--- config.mk ---
export PLATFORM = sky130hd
export DESIGN_NAME = wkp_matcher
export DESIGN_NICKNAME = d
export VERILOG_FILES = /design/src/rtl/wkp_pkg.sv /design/src/rtl/wkp_regs.sv /design/src/rtl/wkp_slot_engine.sv /design/src/rtl/wkp_arbiter.sv /design/src/rtl/wkp_matcher.sv
export SDC_FILE = /design/constraint.sdc
export NUM_CORES = 2
export LEC_CHECK = 0
export BUFFER_PORTS_ARGS = -buffer_cell sky130_fd_sc_hd__clkbuf_2
export CAP_MARGIN = 5
export CORE_MARGIN = 1
export CORE_UTILIZATION = 25
export DETAILED_ROUTE_END_ITERATION = 16
export GPL_TIMING_DRIVEN = 0
export HOLD_SLACK_MARGIN = 0.1
export PLACE_DENSITY = 0.4
export SLEW_MARGIN = 0
export SYNTH_ARGS = -nofsm -noshare
export SYNTH_HDL_FRONTEND = slang
export SYNTH_HIERARCHICAL = 1
export SYNTH_SLANG_ARGS = --single-unit
--- constraint.sdc ---
create_clock -name clk -period 8.8 [get_ports clk]
set_clock_uncertainty 0.1 [all_clocks]
set_input_delay 0.88 -clock clk [delete_from_list [all_inputs] [get_ports clk]]
set_output_delay 0.88 -clock clk [all_outputs]
set_load 0.1 [all_outputs]
--- src/rtl/wkp_pkg.sv ---
package wkp_pkg;
  localparam int NORM_BASE = 12;
  localparam logic [15:0] CRC_POLY = 16'h8005;
  localparam logic [15:0] CRC_INIT = 16'hFFFF;
  localparam int F_CRC_LO = 8;
  localparam int F_CRC_HI = 9;
  localparam int F_LAST   = 10;
  localparam int LONG_FIRST = 2;

  function automatic logic [15:0] crc16_step(input logic [15:0] c, input logic [7:0] d);
    logic [15:0] r;
    r = c ^ {d, 8'h00};
    for (int i = 0; i < 8; i++) begin
      r = r[15] ? ((r << 1) ^ CRC_POLY) : (r << 1);
    end
    return r;
  endfunction
endpackage

--- src/rtl/wkp_regs.sv ---
module wkp_regs #(
  parameter int NUM_SLOTS  = 8,
  parameter int MASK_BYTES = 8,
  parameter int ADDR_W     = 8,
  localparam int WIN = MASK_BYTES * 8
) (
  input  logic clk,
  input  logic rst,
  input  logic cfg_we,
  input  logic [ADDR_W-1:0] cfg_addr,
  input  logic [7:0] cfg_wdata,
  output logic [NUM_SLOTS-1:0][WIN-1:0] mask_o,
  output logic [NUM_SLOTS-1:0][15:0] crc_o,
  output logic [NUM_SLOTS-1:0][7:0] last_o,
  output logic long_en
);
  import wkp_pkg::*;
  localparam int SEL_W = ADDR_W - 5;

  logic [NUM_SLOTS-1:0][MASK_BYTES-1:0][7:0] mask_q;
  logic [NUM_SLOTS-1:0][15:0] crc_q;
  logic [NUM_SLOTS-1:0][7:0] last_q;
  logic long_q;

  logic is_ctrl;
  logic [SEL_W-1:0] sel;
  logic [3:0] fld;
  assign is_ctrl = cfg_addr[ADDR_W-1];
  assign sel = cfg_addr[ADDR_W-2:4];
  assign fld = cfg_addr[3:0];

  always_ff @(posedge clk) begin
    if (rst) begin
      mask_q <= '0;
      crc_q  <= '0;
      last_q <= '0;
      long_q <= 1'b0;
    end else if (cfg_we) begin
      if (is_ctrl) begin
        long_q <= cfg_wdata[0];
      end else if (int'(sel) < NUM_SLOTS) begin
        if (int'(fld) < MASK_BYTES) mask_q[sel][fld[$clog2(MASK_BYTES)-1:0]] <= cfg_wdata;
        else if (int'(fld) == F_CRC_LO) crc_q[sel][7:0] <= cfg_wdata;
        else if (int'(fld) == F_CRC_HI) crc_q[sel][15:8] <= cfg_wdata;
        else if (int'(fld) == F_LAST) last_q[sel] <= cfg_wdata;
      end
    end
  end

  always_comb begin
    for (int s = 0; s < NUM_SLOTS; s++) mask_o[s] = mask_q[s];
  end
  assign crc_o = crc_q;
  assign last_o = last_q;
  assign long_en = long_q;

  a_r9_enable_cleared: assert property (@(posedge clk) $past(rst) |-> !long_en);
endmodule

--- src/rtl/wkp_slot_engine.sv ---
module wkp_slot_engine #(
  parameter int WIN   = 64,
  parameter int OFF_W = 8,
  localparam int SPAN = 2 * WIN,
  localparam int IDX_W = $clog2(SPAN)
) (
  input  logic clk,
  input  logic rst,
  input  logic byte_ok,
  input  logic sof,
  input  logic eval,
  input  logic [OFF_W-1:0] offset,
  input  logic [7:0] data,
  input  logic [SPAN-1:0] mask,
  input  logic wide,
  input  logic active,
  input  logic [15:0] ref_crc,
  input  logic [7:0] ref_last,
  output logic hit
);
  import wkp_pkg::*;

  logic [15:0] crc_q, crc_cur, crc_nxt;
  logic [7:0] last_q, last_cur, last_nxt;
  logic reached_q, reached_cur, reached_nxt;
  logic [IDX_W-1:0] hi_idx;
  logic [OFF_W:0] base, widx_full;
  logic [IDX_W-1:0] widx;
  logic in_win, take;

  always_comb begin
    hi_idx = '0;
    for (int i = 0; i < SPAN; i++) begin
      if (mask[i]) hi_idx = IDX_W'(i);
    end
  end

  assign base = wide ? '0 : (OFF_W+1)'(NORM_BASE);
  assign widx_full = {1'b0, offset} - base;
  assign widx = widx_full[IDX_W-1:0];
  assign in_win = ({1'b0, offset} >= base) &&
                  (widx_full < (wide ? (OFF_W+1)'(SPAN) : (OFF_W+1)'(WIN)));
  assign take = in_win && mask[widx];

  assign crc_cur = sof ? CRC_INIT : crc_q;
  assign last_cur = sof ? 8'h00 : last_q;
  assign reached_cur = sof ? 1'b0 : reached_q;
  assign crc_nxt = take ? crc16_step(crc_cur, data) : crc_cur;
  assign last_nxt = take ? data : last_cur;
  assign reached_nxt = reached_cur | (in_win && (widx == hi_idx));

  always_ff @(posedge clk) begin
    if (rst) begin
      crc_q <= CRC_INIT;
      last_q <= 8'h00;
      reached_q <= 1'b0;
    end else if (byte_ok) begin
      crc_q <= crc_nxt;
      last_q <= last_nxt;
      reached_q <= reached_nxt;
    end
  end

  logic crc_ok;
  assign crc_ok = wide ? (crc_nxt == ref_crc)
                       : ((crc_nxt[7:0] == ref_crc[7:0]) && (last_nxt == ref_last));
  assign hit = byte_ok && eval && active && (|mask) && reached_nxt && crc_ok;

  // once the highest selected offset is passed, the frame stays long enough
  a_r5_reached_sticky: assert property (@(posedge clk) disable iff (rst)
    (reached_q && !(byte_ok && sof)) |=> reached_q);
  // an empty mask never yields a hit
  a_r6_empty_mask_silent: assert property (@(posedge clk) disable iff (rst)
    (mask == '0) |-> !hit);
endmodule

--- src/rtl/wkp_arbiter.sv ---
module wkp_arbiter #(
  parameter int NUM_SLOTS = 8,
  localparam int SLOT_W = $clog2(NUM_SLOTS)
) (
  input  logic clk,
  input  logic rst,
  input  logic [NUM_SLOTS-1:0] hits,
  output logic pulse,
  output logic [SLOT_W-1:0] slot
);
  logic any;
  logic [SLOT_W-1:0] sel;

  always_comb begin
    any = 1'b0;
    sel = '0;
    for (int i = NUM_SLOTS - 1; i >= 0; i--) begin
      if (hits[i]) begin
        any = 1'b1;
        sel = SLOT_W'(i);
      end
    end
  end

  always_ff @(posedge clk) begin
    if (rst) begin
      pulse <= 1'b0;
      slot <= '0;
    end else begin
      pulse <= any;
      slot <= any ? sel : '0;
    end
  end

  // the reported slot hit, and no lower slot did
  a_r7_lowest_reported: assert property (@(posedge clk) disable iff (rst)
    pulse |-> ((($past(hits) >> slot) & NUM_SLOTS'(1)) != '0) &&
              (($past(hits) & ((NUM_SLOTS'(1) << slot) - NUM_SLOTS'(1))) == '0));
  // no hit, no pulse
  a_r8_pulse_needs_hit: assert property (@(posedge clk) disable iff (rst)
    pulse |-> $past(hits) != '0);
endmodule

--- src/rtl/wkp_matcher.sv ---
module wkp_matcher #(
  parameter int NUM_SLOTS  = 8,
  parameter int MASK_BYTES = 8,
  parameter int ADDR_W     = $clog2(NUM_SLOTS) + 5,
  parameter int SLOT_W     = $clog2(NUM_SLOTS)
) (
  input  logic clk,
  input  logic rst,
  input  logic cfg_we,
  input  logic [ADDR_W-1:0] cfg_addr,
  input  logic [7:0] cfg_wdata,
  input  logic rx_valid,
  input  logic rx_sof,
  input  logic rx_eof,
  input  logic [7:0] rx_data,
  output logic wake_pulse,
  output logic [SLOT_W-1:0] wake_slot
);
  import wkp_pkg::*;
  localparam int WIN = MASK_BYTES * 8;
  localparam int SPAN = 2 * WIN;
  localparam int OFF_W = $clog2(SPAN + NORM_BASE + 2);
  localparam logic [OFF_W-1:0] OFF_MAX = '1;

  function automatic logic [NUM_SLOTS-1:0] second_bits();
    logic [NUM_SLOTS-1:0] r;
    r = '0;
    for (int s = LONG_FIRST; s < NUM_SLOTS; s++) if (s % 2 == 1) r[s] = 1'b1;
    return r;
  endfunction
  localparam logic [NUM_SLOTS-1:0] SECOND_MASK = second_bits();

  logic [NUM_SLOTS-1:0][WIN-1:0] mask;
  logic [NUM_SLOTS-1:0][15:0] crc_ref;
  logic [NUM_SLOTS-1:0][7:0] last_ref;
  logic long_en;

  wkp_regs #(.NUM_SLOTS(NUM_SLOTS), .MASK_BYTES(MASK_BYTES), .ADDR_W(ADDR_W)) u_regs (
    .clk(clk), .rst(rst), .cfg_we(cfg_we), .cfg_addr(cfg_addr), .cfg_wdata(cfg_wdata),
    .mask_o(mask), .crc_o(crc_ref), .last_o(last_ref), .long_en(long_en)
  );

  logic in_frame, byte_ok, eval;
  logic [OFF_W-1:0] cnt_q, offset;
  assign byte_ok = rx_valid && (rx_sof || in_frame);
  assign eval = byte_ok && rx_eof;
  assign offset = rx_sof ? '0 : cnt_q;

  always_ff @(posedge clk) begin
    if (rst) begin
      in_frame <= 1'b0;
      cnt_q <= '0;
    end else if (byte_ok) begin
      in_frame <= !rx_eof;
      cnt_q <= (offset == OFF_MAX) ? OFF_MAX : offset + OFF_W'(1);
    end
  end

  logic [NUM_SLOTS-1:0] hits;

  for (genvar s = 0; s < NUM_SLOTS; s++) begin : g_slot
    logic wide, active;
    logic [SPAN-1:0] eff_mask;
    if (s >= LONG_FIRST && s % 2 == 0 && s + 1 < NUM_SLOTS) begin : g_first
      assign wide = long_en;
      assign active = 1'b1;
      assign eff_mask = long_en ? {mask[s+1], mask[s]} : {{WIN{1'b0}}, mask[s]};
    end else if (s >= LONG_FIRST && s % 2 == 1) begin : g_second
      assign wide = 1'b0;
      assign active = !long_en;
      assign eff_mask = {{WIN{1'b0}}, mask[s]};
    end else begin : g_plain
      assign wide = 1'b0;
      assign active = 1'b1;
      assign eff_mask = {{WIN{1'b0}}, mask[s]};
    end

    wkp_slot_engine #(.WIN(WIN), .OFF_W(OFF_W)) u_eng (
      .clk(clk), .rst(rst), .byte_ok(byte_ok), .sof(rx_sof), .eval(eval),
      .offset(offset), .data(rx_data), .mask(eff_mask), .wide(wide),
      .active(active), .ref_crc(crc_ref[s]), .ref_last(last_ref[s]), .hit(hits[s])
    );
  end

  wkp_arbiter #(.NUM_SLOTS(NUM_SLOTS)) u_arb (
    .clk(clk), .rst(rst), .hits(hits), .pulse(wake_pulse), .slot(wake_slot)
  );

  // second slots of pairs stay silent in wide mode
  a_r4_second_silent: assert property (@(posedge clk) disable iff (rst)
    long_en |-> ((hits & SECOND_MASK) == '0));
  // pulse only in the cycle after an end-of-frame byte
  a_r8_pulse_after_eof: assert property (@(posedge clk) disable iff (rst)
    wake_pulse |-> $past(rx_valid && rx_eof));
  // slot number is zero whenever no pulse
  a_r8_idle_slot_zero: assert property (@(posedge clk) disable iff (rst)
    !wake_pulse |-> (wake_slot == '0));
endmodule

==> impl_results.md <==
* Antenna-violating nets left at 0
* Placer Congestion at 0.873
* CTS buffer count at 113
* RSZ-0062 raised after global routing: false
* # hold bufs at CTS at 0
* CTS tree: done
* Root Driver: clkbuf_16
* Outcome: complete, no violations
* Mean area per synthesized cell at 8.63 um2
* Area Growth Syn to Fin at 20.9%
* GRT Util Overall at 19.3%
* EDFF count, synth at 0
* Hold Crit Class: in -> reg
* Top cells by area, synth: dfxtp_1 26%, mux2i_1 12%, mux4_2 8.3%
* Max Slew Vio Count at 0
* Endpoints failing hold at 0
* Period Utilization, post-route at 97.5%
* Leakage at 36.1 nW
* Initial antenna violation count at 17
* First-pass GRT wire length at 419 mm
* Area share of the largest cell type after synthesis at 26.1%
* Count of nets after finishing at 9823
* Die width at 532 um
* DRT Wirelength at 280 mm
* Sequential cell area at 18400 um2
* Yosys cell types at 102
* Synth cell count leaders: 918 x dfxtp_1, 856 x mux2i_1, 800 x nand2b_1
* H-tree levels at 3
* Initial DRC count at 4165
* Total number of vias at 65300
* Grt ovf at 0
* Worst-path clk slew at 0.06 ns
* Initial Util at 25.1%
* # port buffers at 33
* Share of layout cells above drive strength 1 at 9.30%
* VDD IR max at 0.157 mV
* WS Path Type: in -> reg
* Max stage delay on crit path at 0.85 ns
* Pwr Total at 10.5 mW
* Clock Path Buffers at 3
* Post-Syn Area at 70300 um2
* Clock Sinks at 918
* Drt drc at 0
* Area occupied by multi-input gates at 54000 um2
* Register area share after synthesis at 26.1%
* Power per standard cell area at 124 nW/um2
* Largest net degree at the start of global routing at 50
* Slew @ Worst Pin at 1.46 ns
* CP max-delay cell: a2111oi_2
* Worst Path Arrival at 9.10 ns
* Final Instance Area at 85000 um2
* Min cycle time layout at 8.58 ns
* Fmax at 0.117 GHz
* Clock Latency Late Sink at 0.78 ns
* Die Height at 532 um
* Setup ws final at 0.221 ns
* Register bit count reported by yosys at 918
* Vias per cell at 4.80
* Final Setup Violations at 0
* Post-DP Area at 81000 um2
* Most frequent cell after synthesis: dfxtp_1
* Routed wire per std cell at 20.6 um
* Slew margin rel. at 2.39%
* Top fanout value on the critical path at 33
* DR pass1 iterations at 6
* Die area at 283000 um2
* YS warnings at 6
* IO Count at 34
* Number of core rows at 194
* Core Footprint at 280000 um2
* Critical Path RT at 9.32 ns
* Yosys top cell by area: dfxtp_1
* Main synth FF type: dfxtp_1
* Max-Cap Viols at 0
* Fill cell total of the finished layout at 29900
* DP Worst Slack at -1.37 ns
* Post-Syn Instances at 8144
* CP endpoint kind: flip-flop
* Number of global-route vias before repair at 63200
* Startpoint types: input pin
* FFs w/ async S/R, synth at 0%
* Detailed placement HPWL at 209 mm
==> cells by family (layout without fill, tap and decap cells) <==
kind of cell	after synthesis	after routing	share of synthesized area, %
xor gates and xnor gates	468	468	6.12
DFF	918	918	26.1
other	2	1452	0.0107
muxes	1136	1136	20.9
and+or+nand+nor	3367	3367	27.2
adders and majority gates	32	32	0.655
AOI/OAI and AO/OA	1466	1466	13.9
buffers and inverters	755	1022	4.99
==> routing by layer <==
layer  track usage [%]  share of wire, %  up-vias
met5                 0             0.014        -
met3              1.99               4.0      330
met2              32.7                47     1470
li1                  -                 -    31800
met1              25.8                46    31700
met4              5.18               2.6        6
==> area by class of cell <==
| type | instances | share of cell area, % |
|---|---|---|
| Tap cell | 3724 | 5.48 |
| Sequential cell | 918 | 21.6 |
| Buffer | 461 | 2.83 |
| Timing Repair Buffer | 58 | 0.676 |
| Clock inverter | 51 | 0.768 |
| Clock buffer | 158 | 3.78 |
| Antenna cell | 6 | 0.0177 |
| Multi-Input combinational cell | 7915 | 63.5 |
| Inverter | 294 | 1.30 |
==> sequential cells by signal, summed over array words and instances (netlist names) <==
register,cells
in_frame,1
g_slot.u_eng/crc_q,128
u_regs/crc_o,128
u_regs/long_en,1
u_arb/slot,3
u_regs/mask_o,512
u_regs/last_o,64
u_arb/pulse,1
g_slot.u_eng/last_q,64
cnt_q,8
g_slot.u_eng/reached_q,8
==> worst paths after layout <==
kind                       startpoint                  endpoint  slack, ns  cells past startpoint
max                            rx_sof             u_arb/slot[0]       0.22                     25
min reg2reg  g_slot[5].u_eng/crc_q[7]  g_slot[5].u_eng/crc_q[7]       0.37                      2
min                      cfg_wdata[0]            u_regs/long_en       0.30                      3
max reg2reg            u_regs/long_en             u_arb/slot[1]       1.11                     19
==> layout by cell type (no fill, tap or decap), types with 120 or more instances in the layout <==
master       n
conb_1    1446
dfxtp_1    917
mux2i_1    856
nand2b_1   800
nor2_1     754
a21oi_1    394
nor4_1     311
xnor2_1    303
inv_1      294
clkbuf_1   286
nand2_1    262
nor3_1     262
mux4_2     260
o21ai_0    250
and2_1     221
xor2_1     151
nor2b_1    120
==> metrics by stage <==
stage / hold slack (ns) / utilization (%) / TNS [ns] / std cells
after floorplan: 0.339 / - / 0 / 9588
after global placement: 0.366 / 28.8 / -373.35 / 13300
after detailed placement: 0.359 / 29.0 / -4.00 / 13400
after CTS: 0.234 / 30.4 / 0 / 13600
after global routing: 0.294 / 30.4 / 0 / 13600
final: 0.298 / 30.4 / 0 / 13600
==> critical path: cells and delay by family <==
kind / cells / cell delay (ns)
mux: 1 / 0.08
fa+ha+maj: 2 / 0.96
buf+inv: 8 / 2.12
compound gates: 6 / 2.71
simple gates: 8 / 2.22
==> power by group <==
group / switching [mW] / leakage (nW) / internal [mW]
combinational: 0.912 / 26.8 / 0.490
clock: 2.08 / 1.89 / 2.85
sequential: 0.0195 / 7.40 / 4.17
==> repair_timing <==
action                     in CTS  in global routing
pin swaps                       0                  0
setup endpoints to repair       2                  2
gates resized for setup         2                  2
buffers inserted                3                  2
(Power assumes the default switching activity.)
